`src/rtl/mxe_pkg.sv`:
```
package mxe_pkg;
  localparam int NUM_VARS = 3;
  localparam int ROWS     = 1 << NUM_VARS;
  localparam int CNT_W    = $clog2(ROWS + 1);
  localparam int L1_CNT   = 4;
  localparam int L2_CNT   = 2;
  localparam int L1_GW    = 4;
  localparam int UP_GW    = 7;
  localparam int L2_BASE  = L1_CNT * L1_GW;
  localparam int L3_BASE  = L2_BASE + L2_CNT * UP_GW;
  localparam int CHROM_W  = L3_BASE + UP_GW;

  typedef struct packed {
    logic                load;
    logic                accum;
    logic                last;
    logic [NUM_VARS-1:0] row;
  } mxe_strobe_t;

  // select code -> variable value for the current row
  function automatic logic pickVar(input logic [1:0] code, input logic [NUM_VARS-1:0] row);
    case (code)
      2'b01:   pickVar = row[1];
      2'b10:   pickVar = row[0];
      default: pickVar = row[2];
    endcase
  endfunction

  // upper-level multiplexer: presence, input-pair code, select code
  function automatic logic upMux(input logic [UP_GW-1:0] gene, input logic lowA,
                                 input logic lowB, input logic [NUM_VARS-1:0] row);
    logic [3:0] src;
    logic       in0;
    logic       in1;
    src = {lowB, lowA, 1'b1, 1'b0};
    case (gene[5:4])
      2'b00:   in0 = src[0];
      2'b01:   in0 = src[1];
      2'b10:   in0 = src[3];
      default: in0 = src[2];
    endcase
    case (gene[3:2])
      2'b00:   in1 = src[1];
      2'b01:   in1 = src[2];
      2'b10:   in1 = src[3];
      default: in1 = src[0];
    endcase
    upMux = (gene[UP_GW-1] & pickVar(gene[1:0], row)) ? in1 : in0;
  endfunction
endpackage

```
`src/rtl/mxe_network.sv`:
```
module mxe_network
  import mxe_pkg::*;
(
  input  logic [CHROM_W-1:0]  chrom,
  input  logic [NUM_VARS-1:0] row,
  output logic                netOut
);
  logic [L1_CNT-1:0] l1Out;
  logic [L2_CNT-1:0] l2Out;

  for (genvar k = 0; k < L1_CNT; k++) begin : g_l1
    logic [L1_GW-1:0] gene;
    logic             sel;
    assign gene     = chrom[k*L1_GW +: L1_GW];
    assign sel      = gene[L1_GW-1] & pickVar(gene[1:0], row);
    // in0 = ~flip, in1 = flip
    assign l1Out[k] = sel ? gene[2] : ~gene[2];
  end

  for (genvar j = 0; j < L2_CNT; j++) begin : g_l2
    assign l2Out[j] = upMux(chrom[L2_BASE + j*UP_GW +: UP_GW], l1Out[2*j], l1Out[2*j+1], row);
  end

  assign netOut = upMux(chrom[L3_BASE +: UP_GW], l2Out[0], l2Out[1], row);
endmodule

```
`src/rtl/mxe_ctrl.sv`:
```
module mxe_ctrl
  import mxe_pkg::*;
(
  input  logic        clk,
  input  logic        rst,
  input  logic        start,
  output mxe_strobe_t stb,
  output logic        done
);
  typedef enum logic {ST_IDLE, ST_RUN} state_t;
  localparam logic [NUM_VARS-1:0] ROW_LAST = NUM_VARS'(ROWS - 1);

  state_t              state;
  logic [NUM_VARS-1:0] rowCnt;
  logic                doneReg;

  always_comb begin
    stb.load  = (state == ST_IDLE) && start;
    stb.accum = (state == ST_RUN);
    stb.last  = (state == ST_RUN) && (rowCnt == ROW_LAST);
    stb.row   = rowCnt;
  end

  always_ff @(posedge clk) begin
    if (rst) begin
      state   <= ST_IDLE;
      rowCnt  <= '0;
      doneReg <= 1'b0;
    end else begin
      doneReg <= stb.last;
      if (stb.load) begin
        state  <= ST_RUN;
        rowCnt <= '0;
      end else if (stb.accum) begin
        rowCnt <= rowCnt + NUM_VARS'(1);
        if (stb.last) state <= ST_IDLE;
      end
    end
  end

  assign done = doneReg;
endmodule

```
`src/rtl/mxe_datapath.sv`:
```
module mxe_datapath
  import mxe_pkg::*;
(
  input  logic               clk,
  input  logic               rst,
  input  mxe_strobe_t        stb,
  input  logic [CHROM_W-1:0] chromosome,
  input  logic [ROWS-1:0]    target,
  output logic [CNT_W-1:0]   fitness,
  output logic               perfect
);
  logic [CHROM_W-1:0] chromReg;
  logic [ROWS-1:0]    targetReg;
  logic [CNT_W-1:0]   fitCnt;
  logic [CNT_W-1:0]   nextCnt;
  logic               perfReg;
  logic               netOut;
  logic               rowMatch;

  mxe_network u_net (
    .chrom  (chromReg),
    .row    (stb.row),
    .netOut (netOut)
  );

  assign rowMatch = (netOut == targetReg[stb.row]);
  assign nextCnt  = fitCnt + CNT_W'(rowMatch);

  always_ff @(posedge clk) begin
    if (rst) begin
      chromReg  <= '0;
      targetReg <= '0;
      fitCnt    <= '0;
      perfReg   <= 1'b0;
    end else if (stb.load) begin
      chromReg  <= chromosome;
      targetReg <= target;
      fitCnt    <= '0;
      perfReg   <= 1'b0;
    end else if (stb.accum) begin
      fitCnt <= nextCnt;
      if (stb.last) perfReg <= (nextCnt == CNT_W'(ROWS));
    end
  end

  assign fitness = fitCnt;
  assign perfect = perfReg;
endmodule

```
`src/rtl/mux_net_fitness.sv`:
```
module mux_net_fitness
  import mxe_pkg::*;
(
  input  logic               clk,
  input  logic               rst,
  input  logic               start,
  input  logic [CHROM_W-1:0] chromosome,
  input  logic [ROWS-1:0]    target,
  output logic               done,
  output logic [CNT_W-1:0]   fitness,
  output logic               perfect
);
  mxe_strobe_t stb;

  mxe_ctrl u_ctrl (
    .clk   (clk),
    .rst   (rst),
    .start (start),
    .stb   (stb),
    .done  (done)
  );

  mxe_datapath u_dp (
    .clk        (clk),
    .rst        (rst),
    .stb        (stb),
    .chromosome (chromosome),
    .target     (target),
    .fitness    (fitness),
    .perfect    (perfect)
  );
endmodule

```
`config.mk`:
```
export PLATFORM = sky130hd
export DESIGN_NAME = mux_net_fitness
export DESIGN_NICKNAME = d
export VERILOG_FILES = /design/src/rtl/mxe_pkg.sv /design/src/rtl/mxe_network.sv /design/src/rtl/mxe_ctrl.sv /design/src/rtl/mxe_datapath.sv /design/src/rtl/mux_net_fitness.sv
export SDC_FILE = /design/constraint.sdc
export NUM_CORES = 1
export LEC_CHECK = 0
export CAP_MARGIN = 10
export CORE_UTILIZATION = 37
export CTS_CLUSTER_DIAMETER = 200
export CTS_CLUSTER_SIZE = 40
export DETAILED_ROUTE_END_ITERATION = 10
export GPL_TIMING_DRIVEN = 0
export PLACE_DENSITY = 0.72
export SYNTH_ARGS = -nofsm -noshare
export SYNTH_HDL_FRONTEND = slang
export SYNTH_HIERARCHICAL = 1
export SYNTH_SLANG_ARGS = --single-unit
```
`constraint.sdc`:
```
create_clock -name clk -period 6.15 [get_ports clk]
set_input_delay 0.9225 -clock clk [delete_from_list [all_inputs] [get_ports clk]]
set_output_delay 0.9225 -clock clk [all_outputs]
set_load 0.01 [all_outputs]
```
After elaboration in Yosys (flattened, before gate mapping):

Index checks and enable logic that the tools add are counted.

* muxes and demuxes: 25
* add/sub/neg operators: 2
* reduce and logical (&&, ||, !) cells: 10
* equal/unequal tests: 29
* order comparisons: 1
* bitwise operators: 12

Operators with widths (number)
* == test 2 x 1 -> 1 bit, second input constant: 13
* == test 2 bit, second input constant: 13
* one-hot mux 1 bit (3 select lines): 6
* one-hot mux 1 bit (2 select lines): 7
* logical NOT 2 bit: 6
* two-way mux 1 bit: 11
* bitwise AND 1 bit: 7
* NOT 1 bit: 5
* adder 4 x 1 -> 4 bit: 1
* == test 4 bit, second input constant: 1
* < comparator 3 x 4 -> 1 bit, second input constant: 1
* adder 3 x 1 -> 3 bit, second input constant: 1
* binary-select mux 1 bit (select 3 bit): 1
* == test 3 bit, second input constant: 1
* logical AND 1 bit: 2
* AND reduction 2 bit: 1
* OR reduction 2 bit: 1
* == test 1 bit: 1

* word-level logic and storage cells: 86
* register bits after elaboration: 55
* input port bits: 48

Depth between registers and ports, before layout:

* depth after elaboration: 11
* mapped depth: 14
* depth with buffers taken out: 14

By module:

Netlist, hierarchy kept.

Modules (own cells, without submodules)
* mxe_datapath: cells each 178, area an instance 1891.8 um^2, instances 1
* mxe_network: cells each 86, area an instance 626.9 um^2, instances 1
* mxe_ctrl: cells each 22, area an instance 220.2 um^2, instances 1

Worst setup path after synthesis:

No wires, ideal clock.

* path kind: register -> register
* start point: register u_dp.chromReg[0]
* end point: register u_dp.perfReg (netlist: u_dp/perfect)
* data required time: 6072 ps
* setup slack: 3203 ps
* setup time: 78 ps
* arrival: 2869 ps
* period minus slack after synthesis: 2947 ps
* path buffers: 0
* stages on the path, launching flop included: 15
* path through: dfxtp_1 -> inv_1 -> ha_1 -> nor2b_1 -> or4_1 -> o211ai_1 -> o32a_2 -> nand3_1 -> a32o_1 -> xor2_1 -> ha_1 -> ha_1 -> nor3_1 -> a32oi_1 -> nor3_1

* word-level cells in the longest chain between the ends: 11
* elaborated cells on any way between the ends: 14
* those cells by class: add/sub: 1; eq/ne: 4; mux: 8; bitwise: 1

Ends and longest elaborated chain
* start: declaration: RTL line mxe_datapath.sv:12 `logic [CHROM_W-1:0] chromReg;`
* start signal: assignment: RTL line mxe_datapath.sv:36 `chromReg <= chromosome;`
* == test 2 bit / == test 2 x 1 -> 1 bit (equally long branches): RTL line mxe_pkg.sv:22 `case (code)`
* one-hot mux 1 bit (2 select lines) (*): RTL line mxe_pkg.sv:22
* bitwise AND 1 bit (*): RTL line mxe_network.sv:15 `assign sel = gene[L1_GW-1] & pickVar(gene[1:0], row);`
* two-way mux 1 bit (*): RTL line mxe_network.sv:17 `assign l1Out[k] = sel ? gene[2] : ~gene[2];`
* one-hot mux 1 bit (3 select lines), on equally long branches: RTL line mxe_pkg.sv:36, mxe_pkg.sv:42
* two-way mux 1 bit (*): RTL line mxe_pkg.sv:48 `upMux = (gene[UP_GW-1] & pickVar(gene[1:0], row)) ? in1 : in0;`
* one-hot mux 1 bit (3 select lines), on equally long branches: RTL line mxe_pkg.sv:36, mxe_pkg.sv:42
* two-way mux 1 bit (*): RTL line mxe_pkg.sv:48
* net u_dp.netOut: RTL line mxe_datapath.sv:17 `logic netOut;`
* == test 1 bit (*): RTL line mxe_datapath.sv:26 `assign rowMatch = (netOut == targetReg[stb.row]);`
* adder 4 x 1 -> 4 bit (*): RTL line mxe_datapath.sv:27 `assign nextCnt = fitCnt + CNT_W'(rowMatch);`
* net u_dp.nextCnt[1]: RTL line mxe_datapath.sv:15 `logic [CNT_W-1:0] nextCnt;`
* == test 4 bit (*): RTL line mxe_datapath.sv:42 `if (stb.last) perfReg <= (nextCnt == CNT_W'(ROWS));`
* end signal: assignment: RTL line mxe_datapath.sv:42
* end: declaration: RTL line mxe_datapath.sv:16 `logic perfReg;`

Mark *: on every way through the listed nets, which the timed path passes. The rest lies on a longest branch.
A chain may end at the register's enable or synchronous reset.

Worst setup path after layout:

* start point: register u_ctrl.rowCnt[1]
* end point: register u_dp.perfReg (netlist: u_dp/perfect)

* word-level cells in the longest chain between the ends: 10
* elaborated cells on any way between the ends: 35
* those cells by class: add/sub: 1; eq/ne: 3; mux: 22; bitwise: 7; reduce/logical: 2

Ends and longest elaborated chain
* start: declaration: RTL line mxe_ctrl.sv:14 `logic [NUM_VARS-1:0] rowCnt;`
* start signal: assignment: RTL line mxe_ctrl.sv:35 `rowCnt <= rowCnt + NUM_VARS'(1);`
* one-hot mux 1 bit (2 select lines): RTL line mxe_pkg.sv:22
* bitwise AND 1 bit: RTL line mxe_network.sv:15
* two-way mux 1 bit: RTL line mxe_network.sv:17
* one-hot mux 1 bit (3 select lines), on equally long branches: RTL line mxe_pkg.sv:36, mxe_pkg.sv:42
* two-way mux 1 bit: RTL line mxe_pkg.sv:48
* one-hot mux 1 bit (3 select lines), on equally long branches: RTL line mxe_pkg.sv:36, mxe_pkg.sv:42
* two-way mux 1 bit (*): RTL line mxe_pkg.sv:48
* net u_dp.netOut: RTL line mxe_datapath.sv:17
* == test 1 bit (*): RTL line mxe_datapath.sv:26
* adder 4 x 1 -> 4 bit (*): RTL line mxe_datapath.sv:27
* net u_dp.nextCnt[1]: RTL line mxe_datapath.sv:15
* == test 4 bit (*): RTL line mxe_datapath.sv:42

Mark *: on every way through the listed nets, which the timed path passes. The rest lies on a longest branch. The select of a mux whose other input is x is not followed.

==> impl_metrics.toml <==
[run_status]
status = "complete, no violations"

[cts]
cts-root-buf = "clkbuf_8"
clkTransAtPathRegs_ns = 0.11
cts_buffers = 5
hold_buffers = 0
cts_setup_buffers = 0
cts_sinks = 55
insertion_delay_ns = 0.31
cts_tree = "built"
clk_path_buf_depth = 2
htreeDepth = 2
cts_resized = 0

[synth]
synthArstFlopShare = 0
yosys.area.top_type = "dfxtp_1"
syn_nets = 352
synth_area_leaders = "dfxtp_1 40%, mux2i_1 19%, ha_1 8.2%"
synth_edf_count = 0
synth_compound_area_frac = 0.0882
syn_area_per_cell_sq_um = 9.58
synth.area.mux_share = 0.195
synth_xor_area_frac = 0.0160
synth_cell_type_count = 39
synth_seq_cells = 55
yosys_warnings = 6
synth_cells = 286
synthSimpleGateAreaFrac = 0.160
yosysTopAreaCellShare = 0.402
syn_area_sq_mm = 0.00274
synth_top_family_by_area = "multiplexers"
yosys_most_used_dff = "dfxtp_1"
synthAdderAreaFrac = 0.0822
yosysSeqAreaShare = 0.402

[cells_and_area]
diodes = 0
syn2layout_area_growth_pct = 27.2
final_cell_mix = "55 x dfxtp_1, 53 x clkdlybuf4s50_1, 51 x mux2i_1"
fin_util = 0.499
final_nets = 412
final_common_cell = "dfxtp_1"
multi_input_area_sq_mm = 0.00148
drive_gt1_frac = 0.0749
fillerInstances = 659
seqCellArea_sq_mm = 0.00110

[drt]
via_per_inst = 4.94
routed_wl_um = 5730
drc = 0
dr.pass1.iters = 4
ant_nets = 0
drt-wirelength-per-cell_um = 12.9
dr_total_vias = 2188
drtIter0Drc = 92

[placement]
port_buffers = 53
place_congestion = 0.743
hpwl_um = 4390

[timing]
post-route-period-util = 0.529
finalSetupViolCount = 0
rsz0062_at_grt = "no"
worst_slew_pin_slew_ns = 0.527
finClkSkew_ns = 0.0148
finalWorstPathRequiredPeriod_ns = 3.25
max_freq_mhz = 308
tns_ns = 0
final-hold-violation-count = 0
slew_violations = 0
slew_headroom = 0.649

[setup_path]
cp-start-kind = "flip-flop"
critPathArrivalTime_ns = 3.49
crit_type = "flip-flop to flip-flop"
cp_data_required_time_ns = 6.38
r2r_slack_ns = 2.90
end_kind = "flip-flop"
cp_max_fo = 10

[floorplanning]
dieArea_sq_mm = 0.00775
rows = 30
die_y_um = 88.0
die_w_um = 88.0
start_util = 0.392
coreArea_sq_mm = 0.00698
pin_count = 54

[global_route]
grt-ovfl-total = 0
grt_max_degree = 19
grt_pass1_vias = 2162
grt_usage = 0.158
antenna_found_initial = 0
grt_pass1_wl_um = 9550

[power]
leakage_uw = 0.00135
ir_drop_mv = 0.0997
cellPowerDensity_mw_per_mm2 = 209

[hold_path]
hold_class = "flip-flop to flip-flop"

[run]
cap_violations = 0
==> final timing paths <==
path,startpoint,end,depth (start not counted)
setup reg to reg,u_ctrl/rowCnt[1],u_dp/perfect,12
hold / removal,u_dp/targetReg[2],u_dp/targetReg[2],2
setup / recovery,u_ctrl/rowCnt[1],u_dp/perfect,12
hold reg to reg,u_dp/targetReg[2],u_dp/targetReg[2],2
==> metal layers <==
layer | wire [um] | up-vias | track usage
li1 | - | 1109 | -
met1 | 2720 | 1018 | 0.202
met2 | 2640 | 51 | 0.265
met3 | 280 | 10 | 0.0292
met4 | 85 | 0 | 0.0587
met5 | 0 | - | 0
==> final cells by class <==
type,count,area share
Clock buffer,5,0.0198
Sequential cell,55,0.316
Tap cell,96,0.0345
Timing Repair Buffer,53,0.152
Inverter,23,0.0248
Clock inverter,3,0.00718
Buffer,14,0.0201
Multi-Input combinational cell,194,0.425
==> critical path, cell delays in order (launching register included) <==
cell and delay [ns]:
dfxtp_1 0.63, a221oi_1 0.22, or4_4 0.52, a31oi_1 0.19, o32a_1 0.21, a21oi_1 0.08
a32o_1 0.22, xor2_1 0.16, ha_1 0.21, ha_1 0.30, nor3_1 0.18, a32oi_1 0.12
nor3_1 0.13
==> cells by family (layout without fill, tap and decap cells) <==
group | count (synthesis) | in the layout
and+or+nand+nor | 89 | 89
AOI/OAI and AO/OA | 30 | 30
muxes | 52 | 52
buffers and inverters | 37 | 98
DFF | 55 | 55
adders and majority gates | 18 | 18
xor gates and xnor gates | 5 | 5
==> Yosys cell counts, types with 2 or more instances <==
cell type / n
o31ai_1: 4
or3b_1: 3
dfxtp_1: 55
a31oi_1: 4
xor2_1: 3
nand2b_1: 2
nor3_1: 9
nor2_1: 46
or4_4: 2
a221o_2: 2
xnor2_1: 2
a221oi_2: 3
mux2i_1: 51
or4_1: 4
o21ai_0: 2
o211ai_1: 2
nand2_1: 6
nand3b_1: 2
a21oi_1: 6
ha_1: 18
nand3_1: 6
nor2b_1: 5
clkbuf_1: 7
buf_2: 5
inv_1: 23
==> sequential cells by signal, summed over array words and instances, names as in the netlist <==
name            count
u_ctrl/done         1
u_ctrl/rowCnt       3
u_ctrl/state        1
u_dp/chromReg      37
u_dp/fitness        4
u_dp/perfect        1
u_dp/targetReg      8
==> report_power, final <==
part | internal (uW) | leakage [uW] | switching, uW
registers | 376 | 0.000451 | 16.8
clock network | 81.8 | 0.0000443 | 124
logic | 72.1 | 0.000853 | 57.1
==> stage by stage <==
step                      cells  instance area, sq um  power, uW  hold slack, ns  setup WS, ns
after detailed placement    435                  3390        530           0.485          2.94
after CTS                   443                  3480        734           0.509          2.90
after floorplan             286                  2740        476           0.453          3.20
after global routing        443                  3480        768           0.548          2.63
final                       443                  3480        728           0.503          2.90
after global placement      435                  3390        526           0.475          2.95
(Power assumes the default switching activity.)
